<file path="src/rtl/pc_ea_pkg.sv">
// Package: opcode values and operand-select encodings shared by the
// branch / effective-address unit. Assumes a 4-bit opcode in bits [15:12].
package pc_ea_pkg;

    localparam int INSTR_W = 16;

    typedef enum logic [3:0] {
        OP_BR   = 4'b0000,
        OP_LD   = 4'b0010,
        OP_ST   = 4'b0011,
        OP_JSR  = 4'b0100,
        OP_LDR  = 4'b0110,
        OP_STR  = 4'b0111,
        OP_LDI  = 4'b1010,
        OP_STI  = 4'b1011,
        OP_JMP  = 4'b1100,
        OP_LEA  = 4'b1110,
        OP_TRAP = 4'b1111
    } opcode_e;

    // Left adder operand
    typedef enum logic [1:0] {
        A_PCINC = 2'd0,
        A_BASE  = 2'd1,
        A_ZERO  = 2'd2
    } a_sel_e;

    // Right adder operand
    typedef enum logic [1:0] {
        B_OFF9  = 2'd0,
        B_OFF6  = 2'd1,
        B_OFF11 = 2'd2,
        B_VEC8  = 2'd3
    } b_sel_e;

    // Decoded control for one instruction
    typedef struct packed {
        a_sel_e a_sel;
        b_sel_e b_sel;
        logic   is_br;
        logic   is_jmp;
        logic   is_jsr_rel;
        logic   is_jsr_reg;
        logic   is_trap;
        logic   is_ind;
        logic   mem_req;
        logic   addr_wb;
    } ctl_t;

endpackage

</file>
<file path="src/rtl/pc_ea_decode.sv">
// Decoder: turns the instruction opcode into operand selects and
// instruction-class flags. Purely combinational; no knowledge of data.
module pc_ea_decode
    import pc_ea_pkg::*;
(
    input  logic [INSTR_W-1:0] instr_i,
    output ctl_t               ctl_o
);

    // Classify the opcode and choose adder operands
    always_comb begin
        ctl_o       = '0;
        ctl_o.a_sel = A_PCINC;
        ctl_o.b_sel = B_OFF9;
        case (instr_i[15:12])
            OP_BR:          ctl_o.is_br = 1'b1;
            OP_LD, OP_ST:   ctl_o.mem_req = 1'b1;
            OP_LDI, OP_STI: begin
                ctl_o.mem_req = 1'b1;
                ctl_o.is_ind  = 1'b1;
            end
            OP_LEA:         ctl_o.addr_wb = 1'b1;
            OP_LDR, OP_STR: begin
                ctl_o.a_sel   = A_BASE;
                ctl_o.b_sel   = B_OFF6;
                ctl_o.mem_req = 1'b1;
            end
            OP_JMP:         ctl_o.is_jmp = 1'b1;
            OP_JSR: begin
                ctl_o.b_sel      = B_OFF11;
                ctl_o.is_jsr_rel = instr_i[11];
                ctl_o.is_jsr_reg = ~instr_i[11];
            end
            OP_TRAP: begin
                ctl_o.a_sel   = A_ZERO;
                ctl_o.b_sel   = B_VEC8;
                ctl_o.is_trap = 1'b1;
                ctl_o.mem_req = 1'b1;
            end
            default: ;
        endcase
    end

endmodule

</file>
<file path="src/rtl/pc_ea_adder.sv">
// Shared address adder: one left operand (PC+1, base, or zero) plus one
// extended offset field of the instruction. Sums wrap modulo 2^WORD_W.
// Assumes WORD_W >= 11 so every offset field fits.
module pc_ea_adder
    import pc_ea_pkg::*;
#(
    parameter int WORD_W = 16
) (
    input  logic [WORD_W-1:0]  pc_inc_i,
    input  logic [WORD_W-1:0]  base_i,
    input  logic [INSTR_W-1:0] instr_i,
    input  a_sel_e             a_sel_i,
    input  b_sel_e             b_sel_i,
    output logic [WORD_W-1:0]  sum_o
);

    logic [WORD_W-1:0] opa;
    logic [WORD_W-1:0] opb;

    // Left operand select
    always_comb begin
        case (a_sel_i)
            A_BASE:  opa = base_i;
            A_ZERO:  opa = '0;
            default: opa = pc_inc_i;
        endcase
    end

    // Right operand: extend the selected field to full width
    always_comb begin
        case (b_sel_i)
            B_OFF6:  opb = {{(WORD_W-6){instr_i[5]}},   instr_i[5:0]};
            B_OFF11: opb = {{(WORD_W-11){instr_i[10]}}, instr_i[10:0]};
            B_VEC8:  opb = {{(WORD_W-8){1'b0}},         instr_i[7:0]};
            default: opb = {{(WORD_W-9){instr_i[8]}},   instr_i[8:0]};
        endcase
    end

    assign sum_o = opa + opb;

endmodule

</file>
<file path="src/rtl/pc_ea_cond.sv">
// Branch condition: true when any requested flag is currently set.
// Mask and flag bits share the order {negative, zero, positive}.
module pc_ea_cond (
    input  logic [2:0] mask_i,
    input  logic [2:0] flags_i,
    output logic       hit_o
);

    // Reduce the masked flags to a single condition
    always_comb hit_o = |(mask_i & flags_i);

endmodule

</file>
<file path="src/rtl/pc_ea_unit.sv">
// Branch and effective-address unit. Computes addresses, next PC, link
// and access requests for one instruction per cycle. Assumes the caller
// already read base_i from the register file and, for indirect or trap
// instructions, presents the first access's result on mem_word_i.
// REG_OUT=1 adds one register stage (synchronous active-low reset).
module pc_ea_unit
    import pc_ea_pkg::*;
#(
    parameter int WORD_W  = 16,
    parameter bit REG_OUT = 1'b1
) (
    input  logic               clk,
    input  logic               rst_n,
    input  logic               in_valid,
    input  logic [WORD_W-1:0]  pc_i,
    input  logic [INSTR_W-1:0] instr_i,
    input  logic [WORD_W-1:0]  base_i,
    input  logic [2:0]         flags_i,
    input  logic [WORD_W-1:0]  mem_word_i,
    output logic               out_valid_o,
    output logic [WORD_W-1:0]  ea_o,
    output logic [WORD_W-1:0]  final_addr_o,
    output logic [WORD_W-1:0]  next_pc_o,
    output logic               taken_o,
    output logic               link_we_o,
    output logic [WORD_W-1:0]  link_data_o,
    output logic               mem_req_o,
    output logic               ind_req_o,
    output logic               addr_wb_o
);

    typedef struct packed {
        logic              valid;
        logic [WORD_W-1:0] ea;
        logic [WORD_W-1:0] fin;
        logic [WORD_W-1:0] npc;
        logic              taken;
        logic              link_we;
        logic [WORD_W-1:0] link;
        logic              mem_req;
        logic              ind_req;
        logic              addr_wb;
    } res_t;

    ctl_t              ctl;
    logic [WORD_W-1:0] pc_inc;
    logic [WORD_W-1:0] sum;
    logic              cond_hit;
    res_t              res_c;
    res_t              res_q;

    assign pc_inc = pc_i + 1'b1;

    pc_ea_decode u_dec (
        .instr_i (instr_i),
        .ctl_o   (ctl)
    );

    pc_ea_adder #(.WORD_W(WORD_W)) u_add (
        .pc_inc_i (pc_inc),
        .base_i   (base_i),
        .instr_i  (instr_i),
        .a_sel_i  (ctl.a_sel),
        .b_sel_i  (ctl.b_sel),
        .sum_o    (sum)
    );

    pc_ea_cond u_cond (
        .mask_i  (instr_i[11:9]),
        .flags_i (flags_i),
        .hit_o   (cond_hit)
    );

    // Assemble the combinational result; strobes gated by in_valid
    always_comb begin
        res_c         = '0;
        res_c.valid   = in_valid;
        res_c.ea      = sum;
        res_c.fin     = ctl.is_ind ? mem_word_i : sum;
        res_c.link    = pc_inc;
        if ((ctl.is_br && cond_hit) || ctl.is_jsr_rel)
            res_c.npc = sum;
        else if (ctl.is_jmp || ctl.is_jsr_reg)
            res_c.npc = base_i;
        else if (ctl.is_trap)
            res_c.npc = mem_word_i;
        else
            res_c.npc = pc_inc;
        res_c.taken   = in_valid & ((ctl.is_br & cond_hit) | ctl.is_jmp |
                                    ctl.is_jsr_rel | ctl.is_jsr_reg | ctl.is_trap);
        res_c.link_we = in_valid & (ctl.is_jsr_rel | ctl.is_jsr_reg | ctl.is_trap);
        res_c.mem_req = in_valid & ctl.mem_req;
        res_c.ind_req = in_valid & ctl.is_ind;
        res_c.addr_wb = in_valid & ctl.addr_wb;
    end

    generate
        if (REG_OUT) begin : g_reg
            // Output stage register with synchronous clear of strobes
            always_ff @(posedge clk) begin
                if (!rst_n) res_q <= '0;
                else        res_q <= res_c;
            end
        end else begin : g_comb
            assign res_q = res_c;
        end
    endgenerate

    assign out_valid_o  = res_q.valid;
    assign ea_o         = res_q.ea;
    assign final_addr_o = res_q.fin;
    assign next_pc_o    = res_q.npc;
    assign taken_o      = res_q.taken;
    assign link_we_o    = res_q.link_we;
    assign link_data_o  = res_q.link;
    assign mem_req_o    = res_q.mem_req;
    assign ind_req_o    = res_q.ind_req;
    assign addr_wb_o    = res_q.addr_wb;

endmodule

</file>
<file path="config.mk">
export PLATFORM = sky130hd
export DESIGN_NAME = pc_ea_unit
export DESIGN_NICKNAME = d
export VERILOG_FILES = /design/src/rtl/pc_ea_pkg.sv /design/src/rtl/pc_ea_decode.sv /design/src/rtl/pc_ea_adder.sv /design/src/rtl/pc_ea_cond.sv /design/src/rtl/pc_ea_unit.sv
export SDC_FILE = /design/constraint.sdc
export NUM_CORES = 1
export LEC_CHECK = 0
export BUFFER_PORTS_ARGS = -buffer_cell sky130_fd_sc_hd__buf_2
export CORE_MARGIN = 3
export CORE_UTILIZATION = 45
export CTS_CLUSTER_SIZE = 12
export DETAILED_ROUTE_END_ITERATION = 12
export PLACE_DENSITY = 0.74
export SLEW_MARGIN = 25
export SYNTH_ARGS = -nofsm -noshare
export SYNTH_HDL_FRONTEND = slang
export SYNTH_SLANG_ARGS = --single-unit
export TNS_END_PERCENT = 20
</file>
<file path="constraint.sdc">
create_clock -name clk -period 7.3 [get_ports clk]
set_input_delay 0.365 -clock clk [delete_from_list [all_inputs] [get_ports clk]]
set_output_delay 0.365 -clock clk [all_outputs]
set_load 0.1 [all_outputs]
</file>
* Word level (Yosys, flattened, before mapping)
Cells that the tools add are included.
Word-level totals: input bits 70, register bits 70, logic and storage cells 64
Cells by class: $add $sub $neg 2, multiplexer cells 15, equal/unequal tests 15, reductions and logical operators 8, bitwise logic cells 14
Operators by type and width (count):
- $mux W16 | 4
- $pmux W16 S3 | 1
- $pmux W16 S2 | 1
- $eq A4 B4 Y1 const B | 5
- $add A16 B1 Y16 const B | 1
- $add A16 B16 Y16 | 1
- $eq A4 B3 Y1 const B | 3
- $eq A4 B2 Y1 const B | 2
- $reduce_or A7 Y1 | 1
- $and A1 B1 Y1 | 6
- $eq A2 B2 Y1 const B | 3
- $mux W1 | 6
- $or A1 B1 Y1 | 6
- $pmux W2 S3 | 1
- $eq A2 B1 Y1 const B | 2
- $logic_not A4 Y1 | 1
- $pmux W2 S2 | 1
- $reduce_or A2 Y1 | 2
- $and A3 B3 Y3 | 1
- $reduce_or A3 Y1 | 1
- $logic_or A1 B1 Y1 | 2
- $mux W2 | 1
- $logic_and A1 B1 Y1 | 1
- $not A1 Y1 | 1

* Depth between registers and ports, before layout
Gate-level depths: netlist of the first run.
word-level depth 8, mapped depth 19

* Cells and area by module
Synthesis of the first run repeated with hierarchy kept, for this count alone.
Second synthesis, totals: cell total of the unflattened synthesis 478, area, all modules 4093.9 µm²
By module, submodules not included:
- pc_ea_unit | times used 1, seq. area each 1401.3 µm², cells each 313, area an instance 2940.3 µm²
- pc_ea_adder | times used 1, seq. area each 0.0 µm², cells each 145, area an instance 1032.2 µm²
- pc_ea_decode | times used 1, seq. area each 0.0 µm², cells each 18, area an instance 107.6 µm²
- pc_ea_cond | times used 1, seq. area each 0.0 µm², cells each 2, area an instance 13.8 µm²

* Worst setup path before layout of the first run
No wires, ideal clock.
path kind input to register, from input instr_i[15], to register res_q (netlist bit final_addr_o[14]), arrival 4069 ps, path buffers 3, setup slack 3169 ps, required time 7238 ps, stages 19, cells stage by stage nand2_1 -> nor2_1 -> inv_2 -> clkbuf_1 -> ha_1 -> buf_2 -> and2b_1 -> clkbuf_1 -> nand2_1 -> o21ai_0 -> ha_1 -> fa_1 -> a21o_1 -> a21oi_1 -> o21a_1 -> o31a_1 -> o31a_1 -> or4_1 -> nand3_1
On the way: cells in the longest elaborated chain, start to end 7, elaborated cells between the ends (all ways) 20, classes of those cells add/sub: 1; eq/ne: 11; mux: 6; reduce/logical: 2
RTL lines:
- from (decl) | line pc_ea_unit.sv:16 | input logic [INSTR_W-1:0] instr_i,
- $eq A4 B3 Y1 | line pc_ea_decode.sv:15 | case (instr_i[15:12])
- $reduce_or A2 Y1 | line pc_ea_decode.sv:15
- $pmux W2 S3 or $pmux W2 S2 (tied branches) | line pc_ea_decode.sv:15
- $eq A2 B2 Y1, or another cell as far along | line pc_ea_adder.sv:31 | case (b_sel_i)
- $pmux W16 S3 or $pmux W16 S2 (tied branches) | line pc_ea_adder.sv:31, pc_ea_adder.sv:22
- $add A16 B16 Y16 | line pc_ea_adder.sv:39 | assign sum_o = opa + opb;
- $mux W16 (*) | line pc_ea_unit.sv:79 | res_c.fin = ctl.is_ind ? mem_word_i : sum;
- to (signal assigned) | line pc_ea_unit.sv:102 | else res_q <= res_c;
- to (decl) | line pc_ea_unit.sv:50 | res_t res_q;
Every way passes the cells marked *; elsewhere a longest branch is shown, timed or not. A chain may end at the register's enable or synchronous reset.

* Worst setup path in the final report of the first run
from input instr_i[13], to register res_q (netlist bit next_pc_o[14])
On the way: cells in the longest elaborated chain, start to end 7, elaborated cells between the ends (all ways) 27, classes of those cells add/sub: 1; eq/ne: 10; mux: 11; reduce/logical: 5
RTL lines:
- $eq A4 B3 Y1 | line pc_ea_decode.sv:15
- $reduce_or A2 Y1 | line pc_ea_decode.sv:15
- $pmux W2 S3 or $pmux W2 S2 (tied branches) | line pc_ea_decode.sv:15
- $eq A2 B2 Y1, or another cell as far along | line pc_ea_adder.sv:31
- $pmux W16 S3 or $pmux W16 S2 (tied branches) | line pc_ea_adder.sv:31, pc_ea_adder.sv:22
- $add A16 B16 Y16 | line pc_ea_adder.sv:39
- $mux W16 (*) | line pc_ea_unit.sv:81 | if ((ctl.is_br && cond_hit) || ctl.is_jsr_rel)
Marks and branches as above.

==> summary.md, run 1 <==
| Metric | Value |
|---|---|
| P_int | 0.697 mW |
| Max-cap violations | 0 |
| DR vias | 3807 |
| Dpl cells | 669 |
| Max stage delay on crit path | 0.57 ns |
| Vias in the first global route | 3770 |
| Final Util | 59.2% |
| Adder-cell area share of the yosys netlist | 6.61% |
| Final ANT Viol Nets | 0 |
| Seq/Total Area, Yosys | 37.8% |
| Pwr Density | 296 mW/mm^2 |
| Share of layout cells above drive strength 1 | 28.8% |
| CTS H-Tree Depth | 3 |
| Final Max Slew Viols | 0 |
| GR Util met3 | 4.83% |
| CP arrival | 4.76 ns |
| CTS resizes | 0 |
| Area occupied by multi-input gates | 0.00220 sq mm |
| RSZ-0062 raised after global routing | no |
| Final period util | 62.1% |
| Synth Area in XOR/XNOR | 6.34% |
| First-pass GRT wire length | 18.4 mm |
| Final Critical Period | 4.53 ns |
| Crit Path Category | in -> reg |
| Largest fanout on the critical path | 29 |
| CTS tree | built |
| Clock Power Share | 20.8% |
| Die X-Extent | 96.8 um |
| I/O pin count | 140 |
| Buf/Inv on CP | 2 |
| CP max-delay cell | ha_1 |
| Fmax | 221 MHz |
| Pleak | 2.24 nW |
| Switch share | 49.4% |
| Peak VDD IR | 0.159 mV |
| Biggest area consumer among synthesized cells | dfxtp_1 |
| Final hold violations | 0 |
| CTS Hold Bufs | 0 |
| Post-synth EDFFs | 0 |
| Synth-to-layout area growth | 25.3% |
| NetSw | 0.680 mW |
| Reg clk slew, reported paths | 0.08 ns |
| Synthesized instance count | 450 |
| Initial antenna violation count | 0 |
| Worst setup EP type | flip-flop |
| Sequential Area | 0.00140 sq mm |
| Pre-antenna DRT Iters | 5 |
| Die Y | 96.8 um |
| Most numerous cell in the Yosys netlist | dfxtp_1 |
| Met1 Usage GRT | 29.4% |
| Site Rows | 32 |
| Setup violators final | 0 |
| Gpl congestion | 0.994 |
| CP Launch Type | input pin |
| FF+latch count, synth | 70 |
| Gr ovfl total | 0 |
| Syn_area_per_cell | 8.24 sq um |
| Area contributors post-synth | dfxtp_1, ha_1, nand2_1 |
| Dpl hpwl | 8.51 mm |
| Ys async rst share | 0% |
| DRC | 0 |
| TNS Setup | 0 ns |
| Pwr Total | 1.38 mW |
| Status | finished, final reports clean |
| Total CTS buffers | 9 |
| Fill count | 758 |
| Initial DRC count | 211 |
| Clk root buf | clkbuf_8 |
| Simple-Gate Fraction of Synth Area | 24.1% |
| Clock tree buffer depth | 2 |
| Main combinational cell family by area after synthesis | simple AND/OR/NAND/NOR gates |
| Via-per-instance ratio | 5.56 |
| Crit-path cells | buf_2 > nand2_1 > nor2_1 > inv_2 > ha_1 > and2b_1 > nand2_1 > o21ai_0 > ha_1 > fa_1 > a21o_1 > a21oi_1 > o21a_1 > o31a_1 > o31a_1 > xor2_1 > o31ai_1 |
| Post-Syn Area | 0.00371 sq mm |
| GR Layer Usage met2 | 40.8% |
| Slew HR | 47.1% |
| Slew @ Worst Pin | 0.791 ns |
| Core box area | 0.00785 sq mm |
| Setup Buffers After CTS | 0 |
| CP Data Required Time | 7.53 ns |
| GRT Resource Usage Total | 24.1% |
| Flop pwr share | 32.0% |
| Syn Nets | 539 |
| GR peak layer | met2 |
| Non-Filler Instances | 685 |
| # diodes | 0 |
| Top_reg_cell synth | dfxtp_1 |
| I/O Buffers | 139 |
| CTS sink cnt | 70 |
| Largest net degree at the start of global routing | 32 |
| Largest delay contributor family on the critical path | compound AO/OA/AOI/OAI gates |
| Die ar. | 0.00937 sq mm |
| Initial Util | 47.3% |
| Post-synth top area share | 37.8% |
| Mux cell area share after synthesis | 0.540% |
| Comb power frac | 47.2% |
| Min-Delay Path Class | in -> reg |
| Synth Area in Compound Gates | 21.3% |
| Routed WL per cell | 16.5 um |
| Yosys Warn Count | 0 |
| Commonest cells post-synth | dfxtp_1, nand2_1, nor2_1, a21oi_1 |
| Final WL | 11.3 mm |
| Number of nets in the layout | 667 |
| Synth cell types | 57 |
| Hold_ws | 0.251 ns |
[per-layer routing]
metal	wire length, um	part of all wire, %
met3	838	7.4
met5	0	0
met1	4750	42
met4	347	3.1
met2	5370	47
[cell type report]
type                       count  share of cell area [%]
inverter                      10                   0.807
timing repair buffer         140                    15.1
sequential                    70                    30.1
multi-input combinational    347                    47.3
clock buffer                  10                    2.96
clock inverter                 6                   0.969
tap                          102                    2.74
[cells in the final DEF (no fill, tap or decap), types with 7 or more instances in the layout]
cell type and instances:
clkbuf_8 10, nor2_1 51, and3_1 8, a21o_1 7, inv_1 9, nor3_1 13, a21oi_1 25, ha_1 18
xnor2_1 13, dfxtp_1 70, buf_2 139, and2_1 18, nand2_1 52, nand3_1 18, a211oi_1 16, xor2_1 12
o21ai_0 22
[final timing paths]
path                            from                     endpoint  depth (start not counted)  slack [ns]
worst max-delay path     instr_i[13]     next_pc_o[14]$_SDFF_PN0_                         17        2.77
worst min-delay path  mem_word_i[10]  final_addr_o[10]$_SDFF_PN0_                          3        0.25
[state kept, by name (all words and copies together) (netlist names)]
name	cells
link_data_o	16
final_addr_o	16
next_pc_o	16
out_valid_o	1
ea_o	16
ind_req_o	1
mem_req_o	1
link_we_o	1
taken_o	1
addr_wb_o	1
[power by group through the flow]
stage,combinational (mW),clock [mW],sequential [mW]
2_1_floorplan,0.177,0,0.798
3_3_place_gp,0.640,0,0.449
3_5_place_dp,0.645,0,0.449
4_1_cts,0.647,0.290,0.441
5_1_grt,0.684,0.306,0.445
6_report,0.650,0.287,0.440
[through the flow]
stage / area [sq um] / worst slack (ns)
finish: 4650 / 2.77
global route: 4650 / 2.47
CTS: 4650 / 2.80
detailed placement: 4470 / 2.44
global placement: 4460 / 2.80
floorplan: 3710 / 3.17
[kinds of logic after synthesis]
group	count (synthesis)
AOI/OAI and AO/OA	116
xor gates and xnor gates	26
adders and majority gates	19
buffers and inverters	33
DFF	70
muxes	2
and+or+nand+nor	184
(Power assumes the default switching activity.)
==> run 2: changes to the inputs <==
ABC_AREA = 1   (was not set)
PLACE_DENSITY = 0.76   (was 0.74)
clock period = 3.7 ns   (was 7.3 ns; I/O delays follow)
==> summary.md, run 2 <==
| Metric | Value |
|---|---|
| Routed WL per cell | 15.3 um |
| Synthesized instance count | 564 |
| Initial antenna violation count | 0 |
| Post-synth EDFFs | 0 |
| Pwr Density | 576 mW/mm^2 |
| Slew HR | 52.2% |
| Worst setup EP type | flip-flop |
| Most numerous cell in the Yosys netlist | nand2_1 |
| Gpl congestion | 0.924 |
| Initial DRC count | 374 |
| CP Data Required Time | 3.95 ns |
| Synth-to-layout area growth | 25.6% |
| Synth cell types | 46 |
| Met1 Usage GRT | 33.5% |
| Post-Syn Area | 0.00400 sq mm |
| DR vias | 4178 |
| CP max-delay cell | fa_1 |
| Top_reg_cell synth | dfxtp_1 |
| I/O pin count | 140 |
| Ys async rst share | 0% |
| Number of nets in the layout | 796 |
| Max-cap violations | 0 |
| Initial Util | 47.4% |
| Die ar. | 0.0100 sq mm |
| Die Y | 100 um |
| Fmax | 314 MHz |
| CTS Hold Bufs | 0 |
| Largest fanout on the critical path | 20 |
| Crit Path Category | in -> reg |
| Min-Delay Path Class | in -> reg |
| RSZ-0062 raised after global routing | no |
| Reg clk slew, reported paths | 0.08 ns |
| TNS Setup | 0 ns |
| Seq/Total Area, Yosys | 35.1% |
| GR peak layer | met2 |
| GR Layer Usage met2 | 39.6% |
| Clk root buf | clkbuf_8 |
| Share of layout cells above drive strength 1 | 27.6% |
| Clock tree buffer depth | 2 |
| FF+latch count, synth | 70 |
| Total CTS buffers | 9 |
| CTS H-Tree Depth | 3 |
| # diodes | 0 |
| CTS sink cnt | 70 |
| Site Rows | 33 |
| Area contributors post-synth | dfxtp_1, nand2_1, inv_1 |
| Post-DP Area | 0.00480 sq mm |
| Pre-antenna DRT Iters | 5 |
| Final instance area | 0.00502 sq mm |
| CP Launch Type | input pin |
| Final hold violations | 0 |
| Largest net degree at the start of global routing | 34 |
| Pwr Total | 2.89 mW |
| Final WL | 12.5 mm |
| Core box area | 0.00842 sq mm |
| Setup violators final | 0 |
| Final period util | 86.1% |
| Vias in the first global route | 3941 |
| DRC | 0 |
| Max stage delay on crit path | 0.41 ns |
| Slew @ Worst Pin | 0.714 ns |
| Final Max Slew Viols | 0 |
| Setup Buffers After CTS | 0 |
| Final Critical Period | 3.18 ns |
| GRT Resource Usage Total | 25.1% |
| Commonest non-fill, non-tap cell in the layout | buf_2 |
| GR Util met3 | 6.18% |
| Crit-path cells | buf_2 > nand2_2 > inv_2 > nand2_4 > ha_1 > inv_1 > nand2_1 > clkinv_1 > nand2_1 > o21ai_0 > ha_1 > fa_1 > nand3_1 > nand3_1 > a21boi_1 > o21ai_0 > nand2_1 > nand2_1 > nand2_1 > nand3_1 > and2_1 |
| I/O Buffers | 139 |
| Pleak | 2.85 nW |
| First-pass GRT wire length | 19.6 mm |
| CTS tree | built |
| CTS resizes | 0 |
| Commonest cells post-synth | nand2_1, inv_1, dfxtp_1, nor2_1, a21oi_1 |
| Fill count | 851 |
| CP arrival | 3.43 ns |
| Hold_ws | 0.0333 ns |
| Most frequent cells in the layout | buf_2, nand2_1, inv_1 |
| Peak VDD IR | 0.222 mV |
| Syn_area_per_cell | 7.09 sq um |
| Syn Nets | 653 |
| Post-synth top area share | 35.1% |
| Status | finished, final reports clean |
| Die X-Extent | 100 um |
| Gr ovfl total | 0 |
| CP most frequent cell | nand2_1 |
| Via-per-instance ratio | 5.12 |
| Biggest area consumer among synthesized cells | dfxtp_1 |
| Dpl hpwl | 10.2 mm |
| Yosys Warn Count | 0 |
| Final ANT Viol Nets | 0 |
==> run 2: layout make-up <==
type,instances,area [sq um],area share (%)
clock inverter,5,82.6,1.64
timing repair buffer,148,763,15.2
inverter,93,352,7.00
multi-input combinational,385,2150,42.9
tap,105,131,2.62
clock buffer,10,138,2.74
sequential,70,1400,27.9
==> run 2: kinds of logic after synthesis <==
logic type | synth area share (%)
simple gates | 23.9
flops | 35.1
buf+inv | 11.1
compound gates | 19.7
xor+xnor | 4.16
fa+ha+maj | 6.14
==> run 2: worst paths after layout <==
check / from / endpoint / slack, ns / cells past startpoint
max: instr_i[14] / next_pc_o[10]$_SDFF_PN0_ / 0.52 / 21
min: instr_i[12] / addr_wb_o$_SDFF_PN0_ / 0.03 / 2
==> run 2: critical path: cells and delay by family <==
| family | cells | cell delay [ns] |
|---|---|---|
| buf+inv | 4 | 0.46 |
| fa+ha+maj | 3 | 1.01 |
| simple gates | 11 | 1.27 |
| compound gates | 3 | 0.50 |
==> run 2: per-stage QoR <==
stage | std cells | setup slack [ns] | utilization [%]
after floorplan | 564 | 0.487 | -
after global placement | 801 | 0.333 | 57.0
after detailed placement | 801 | 0.167 | 57.0
after CTS | 816 | 0.538 | 59.6
after global routing | 816 | 0.196 | 59.6
final | 816 | 0.515 | 59.6
==> run 2: routing by layer <==
metal,share of wire (%),up-vias
li1,-,2109
met1,43,1841
met2,45,205
met3,10,23
met4,2.1,0
met5,0,-
==> run 2: power breakdown <==
group	switching, mW	internal [mW]
Combinational	1.07	0.254
Clock	0.310	0.397
Sequential	0.0193	0.845
Total	1.40	1.50
